<file path="config.mk">
export PLATFORM = sky130hd
export DESIGN_NAME = lru_matrix_tracker
export DESIGN_NICKNAME = d
export VERILOG_FILES = /design/src/rtl/lru_pkg.sv /design/src/rtl/lru_rowcol_update.sv /design/src/rtl/lru_zero_row_find.sv /design/src/rtl/lru_matrix_tracker.sv
export SDC_FILE = /design/constraint.sdc
export NUM_CORES = 1
export LEC_CHECK = 0
export ABC_AREA = 1
export ABC_CLOCK_PERIOD_IN_PS = 3830
export BUFFER_PORTS_ARGS = -buffer_cell sky130_fd_sc_hd__buf_2
export CORE_AREA = 2 2 230 232
export CTS_CLUSTER_SIZE = 30
export DETAILED_ROUTE_END_ITERATION = 10
export DIE_AREA = 0 0 232 234
export PLACE_DENSITY = 0.4
export SKIP_CTS_REPAIR_TIMING = 1
export SYNTH_ARGS = -nofsm -noshare
export SYNTH_HDL_FRONTEND = slang
export SYNTH_HIERARCHICAL = 1
export SYNTH_SLANG_ARGS = --single-unit
</file>
<file path="constraint.sdc">
create_clock -name clk -period 3.83 [get_ports clk]
set_clock_uncertainty 0.2 [all_clocks]
set_input_delay 0.5745 -clock clk [delete_from_list [all_inputs] [get_ports clk]]
set_output_delay 0.5745 -clock clk [all_outputs]
set_load 0.05 [all_outputs]
</file>
<file path="src/rtl/lru_pkg.sv">
package lru_pkg;
    localparam int DEF_WAYS = 4;
    localparam int DEF_SETS = 16;

    // Starting order: row r is newer than every lower-numbered way
    function automatic logic start_bit(int row, int col);
        return col < row;
    endfunction
endpackage

</file>
<file path="src/rtl/lru_rowcol_update.sv">
module lru_rowcol_update #(
    parameter int WAYS = 4,
    localparam int WAY_W = $clog2(WAYS)
) (
    input  logic [WAYS-1:0][WAYS-1:0] cur_mat,
    input  logic [WAY_W-1:0]          hit_way,
    output logic [WAYS-1:0][WAYS-1:0] nxt_mat
);
    always_comb begin
        for (int r = 0; r < WAYS; r++) begin
            for (int c = 0; c < WAYS; c++) begin
                if (c == int'(hit_way))
                    nxt_mat[r][c] = 1'b0;
                else if (r == int'(hit_way))
                    nxt_mat[r][c] = 1'b1;
                else
                    nxt_mat[r][c] = cur_mat[r][c];
            end
        end
    end
endmodule

</file>
<file path="src/rtl/lru_zero_row_find.sv">
module lru_zero_row_find #(
    parameter int WAYS = 4,
    localparam int WAY_W = $clog2(WAYS)
) (
    input  logic [WAYS-1:0][WAYS-1:0] mat,
    output logic [WAY_W-1:0]          way_idx,
    output logic [WAYS-1:0]           way_hot,
    output logic                      none_found
);
    logic [WAYS-1:0] row_zero;

    for (genvar r = 0; r < WAYS; r++) begin : g_row
        assign row_zero[r] = (mat[r] == '0);
    end

    always_comb begin
        way_hot = '0;
        way_idx = '0;
        for (int r = WAYS - 1; r >= 0; r--) begin
            if (row_zero[r]) begin
                way_hot = '0;
                way_hot[r] = 1'b1;
                way_idx = WAY_W'(r);
            end
        end
        none_found = (row_zero == '0);
    end

    // the one-hot output carries a single bit whenever a zero row exists
    always_comb begin
        if (!none_found)
            assert_single_hot_R7: assert ($countones(way_hot) == 1);
    end
endmodule

</file>
<file path="src/rtl/lru_matrix_tracker.sv">
module lru_matrix_tracker
    import lru_pkg::*;
#(
    parameter int WAYS = DEF_WAYS,
    parameter int SETS = DEF_SETS,
    localparam int WAY_W = $clog2(WAYS),
    localparam int SET_W = $clog2(SETS)
) (
    input  logic             clk,
    input  logic             rst,
    input  logic             acc_valid,
    input  logic [SET_W-1:0] acc_set,
    input  logic [WAY_W-1:0] acc_way,
    input  logic [SET_W-1:0] qry_set,
    output logic [WAY_W-1:0] victim_way,
    output logic [WAYS-1:0]  victim_onehot,
    output logic             victim_err
);
    typedef logic [WAYS-1:0][WAYS-1:0] mat_t;
    typedef struct packed {
        mat_t [SETS-1:0] m;
    } state_t;

    state_t state_d, state_q;
    mat_t   upd_mat;

    lru_rowcol_update #(.WAYS(WAYS)) u_update (
        .cur_mat (state_q.m[acc_set]),
        .hit_way (acc_way),
        .nxt_mat (upd_mat)
    );

    lru_zero_row_find #(.WAYS(WAYS)) u_find (
        .mat        (state_q.m[qry_set]),
        .way_idx    (victim_way),
        .way_hot    (victim_onehot),
        .none_found (victim_err)
    );

    always_comb begin
        state_d = state_q;
        if (acc_valid)
            state_d.m[acc_set] = upd_mat;
        if (rst) begin
            for (int s = 0; s < SETS; s++)
                for (int r = 0; r < WAYS; r++)
                    for (int c = 0; c < WAYS; c++)
                        state_d.m[s][r][c] = start_bit(r, c);
        end
    end

    always_ff @(posedge clk) begin
        state_q <= state_d;
    end

    // the cycle after reset every set names way 0
    assert_reset_victim_R1: assert property (@(posedge clk)
        $past(rst) && !rst |-> victim_way == '0);

    // a way just accessed is not the victim of its set
    assert_recent_not_victim_R2: assert property (@(posedge clk) disable iff (rst)
        !$past(rst) && $past(acc_valid) && qry_set == $past(acc_set)
        |-> victim_way != $past(acc_way));

    // without an access the answer for a fixed query holds
    assert_idle_stable_R5: assert property (@(posedge clk) disable iff (rst)
        !$past(rst) && !$past(acc_valid) && $stable(qry_set)
        |-> $stable(victim_way));

    // the error flag never rises in reachable states
    assert_no_error_R8: assert property (@(posedge clk) disable iff (rst)
        !$past(rst) |-> !victim_err);
endmodule

</file>
==> metrics.md <==
| Metric | Value |
|---|---|
| Fin. Hold Viols | 0 |
| Fin crit period | 3.55 ns |
| Leading area contributor after synthesis | dfxtp_1 |
| Avg Synthesized Cell Area | 5.75 µm² |
| H-Tree Depth | 2 |
| Flops & latches, synth | 256 |
| Sum Neg Setup Slack | 0 ns |
| Post-synthesis cell area | 0.0149 mm² |
| Startpoint of the worst hold path | state_q[162] |
| Io pins | 20 |
| Port buffer count | 19 |
| Vias per Instance | 4.90 |
| WS Path Type | in -> out |
| Initial antenna violation count | 0 |
| Multiplexer area fraction after synthesis | 0% |
| CTS tree | done |
| Ys Warns | 6 |
| Initial drt markers | 1206 |
| Max reg flops | 256 |
| Final WL | 64100 µm |
| Crit path max-delay cell type | buf_4 |
| Initial DRT Pass Iterations | 5 |
| Peak Freq | 0.281 GHz |
| CP max FO | 64 |
| Biggest register | state_q |
| Worst Path Required | around 3.1 ns |
| Status | complete, no violations |
| Biggest regs | state_q (256) |
| CP endpoint kind | output port |
| Distinct cell type count after synthesis | 20 |
| Hold WS | ~0.27 ns |
| Most used cell, CP | nand3_1 |
| CP delay by family, top | simple AND/OR/NAND/NOR gates |
| Static Leak | around 8.7 nW |
| Reg2reg end | state_q[103] |
| Hold-critical path depth | 2 |
| GR Util All Layers | 23.7% |
| Count leader, synth | nand2_1 |
| # diodes | 0 |
| CP max stage delay | 0.29 ns |
| Final setup fails | 0 |
| PD cells | 421 mW/mm² |
| Worst hold endpoint | state_q[162] |
| Largest net degree at the start of global routing | 131 |
| Core Rows | 84 |
| Period utilisation layout | approximately 93% |
| Fill cells | 5894 |
| Floorplan core area | between 0.05 and 0.06 mm² |
| Clk Latency, worst-skew pair | between 0.5 and 0.6 ns |
| Layout cells sized above 1 | 7.34% |
| First-pass GRT wire length | 97100 µm |
| Worst vdd rail ir drop | a little under 0.0003 V |
| Number of remaining DRC errors | 0 |
| Simple-gate portion of the synthesized area | 37.7% |
| Vias in the first global route | ~15000 |
| Reg-to-reg setup timing slack | 1.67 ns |
| Pre-CTS setup slack | 0.314 ns |
| Synth Area in Adders | 0% |
| Max_cap viols | 0 |
| Vias | 15900 |
| Clock slew at reported path FFs | ~0.050 ns |
| Worst r2r path cells | 12 |
| Critical Path Source Type | primary input |
| Max_slew headroom | between 40 and 50% |
| Cell count after synthesis | 2594 |
| RD Place Congestion | 0.842 |
| Hold Path Class | reg -> reg |
| Nets | 2549 |
| CP Buf/Inv Count | 4 |
| DRT antenna net count | 0 |
| Die Y-Extent | around 230 µm |
| Seq/Total Area, Yosys | 34.4% |
| Die ar. | 0.0543 mm² |
| Routed wire per std cell | 19.7 µm |
| XOR/XNOR Fraction of Synth Area | 0% |
| Number of synthesized flops with an enable pin | 0 |
| CTS Buf Count | 35 |
| Crit path cell chain | buf_4 > clkinv_2 > buf_12 > nand2_1 > nand3_1 > nand3_1 > nand3_1 > nand2_1 > nor2_1 > nand2_2 > nand2_2 > a21oi_1 > buf_2 |
| CTS sink cnt | 256 |
| R2r startpoint | state_q[119] |
| Initial core utilization | 28.7% |
| Asr flop ratio synth | 0% |
| Die width | around 230 µm |
| Yosys top cell area share | between 30% and 40% |
| Final Max Slew Viols | 0 |
| Synth top area cells | dfxtp_1 34%, nand2_1 27%, o21ai_0 7.5% |
| Compound-Gate Fraction of Synth Area | 15.0% |
| Worst Path Arrival | 2.78 ns |
| Worst setup margin | 0.277 ns |
| Syn_nets | 2607 |
| Commonest cells post-synth | 1053 x nand2_1, 276 x inv_1, 256 x dfxtp_1 |
| RSZ-0062 raised after global routing | false |
| Slew of the pin with the lowest slew margin | 0.838 ns |
| Main combinational cell family by area after synthesis | simple AND/OR/NAND/NOR gates |
| Hpwl dp | 39700 µm |
| Syn-to-layout area delta | 13.8% |
| Root Buffer | clkbuf_16 |
| Total gr overflow | 0 |
| Most used DFF post-synth | dfxtp_1 |
| Clock buffer depth | 3 |
| Levels on crit path | 13 |
per-layer routing:
| layer | part of all wire [%] | GRT usage, % | up-vias | wire length [µm] |
|---|---|---|---|---|
| met5 | 0 | 0 | - | 0 |
| met4 | 2.5 | 7.29 | 0 | 1610 |
| met3 | 4.9 | 2.91 | 84 | 3120 |
| met2 | 47 | 39.6 | 405 | 29900 |
| met1 | 46 | 31.9 | 7518 | 29400 |
| li1 | - | - | 7922 | - |
stage by stage:
step           instance area, µm²  cells  utilization (%)  total power [mW]
3_3_place_gp                15800   3187             30.4              3.80
3_5_place_dp                15800   3187             30.4              3.80
6_report                    17000   3248             32.6              7.15
4_1_cts                     17000   3248             32.6              7.24
2_1_floorplan               14900   2594                -              3.41
5_1_grt                     17000   3248             32.6              7.43
cells by family after synthesis:
kind of cell           count (synthesis)
AOI/OAI and AO/OA                    435
buffers and inverters                487
DFF                                  256
and+or+nand+nor                     1416
worst register-to-register path: stages, from the launching register on:
cell     delay (ns)
dfxtp_1        0.36
nand2_1        0.06
nand2_1        0.10
nand2_1        0.06
nand2_1        0.08
nand2_1        0.06
nand2_1        0.07
inv_1          0.07
nand2_1        0.10
nand2_1        0.06
nand2_1        0.51
o21ai_0        0.21
a21oi_1        0.16
cells in the final DEF (no fill, tap or decap), types with 26 or more instances in the layout:
master,instances
a21oi_1,161
clkbuf_16,35
buf_4,63
nand2_1,1053
nor2_1,137
nand3_1,210
dfxtp_1,256
inv_1,275
o211ai_1,26
o21ai_0,224
power breakdown:
group / leakage [nW] / switching (mW) / internal, mW
sequential: 2.08 / 0.0324 / 2.72
clock: 0.573 / 1.33 / 2.07
combinational: 6.03 / 0.725 / 0.263
worst max path at each step:
| stage | from | endpoint | slack [ns] |
|---|---|---|---|
| 4_1_cts | qry_set[0] | victim_err | 0.31 |
| 2_1_floorplan | qry_set[0] | victim_way[1] | 0.74 |
| 5_1_grt | qry_set[0] | victim_way[1] | 0.13 |
| 3_5_place_dp | qry_set[0] | victim_err | 0.31 |
| 3_3_place_gp | qry_set[0] | victim_way[1] | 0.30 |
| 6_report | qry_set[0] | victim_way[1] | 0.28 |
area by class of cell:
cell class                 count  area (µm²)  area share (%)
clock buffer                  51        1040            6.10
multi-input combinational   1851        7870            46.4
inverter                     299        1130            6.66
timing repair buffer          93         818            4.82
tap                          688         861            5.07
clock inverter                10         134           0.789
sequential                   256        5120            30.2
No activity file was read; power rests on OpenSTA's default activity.
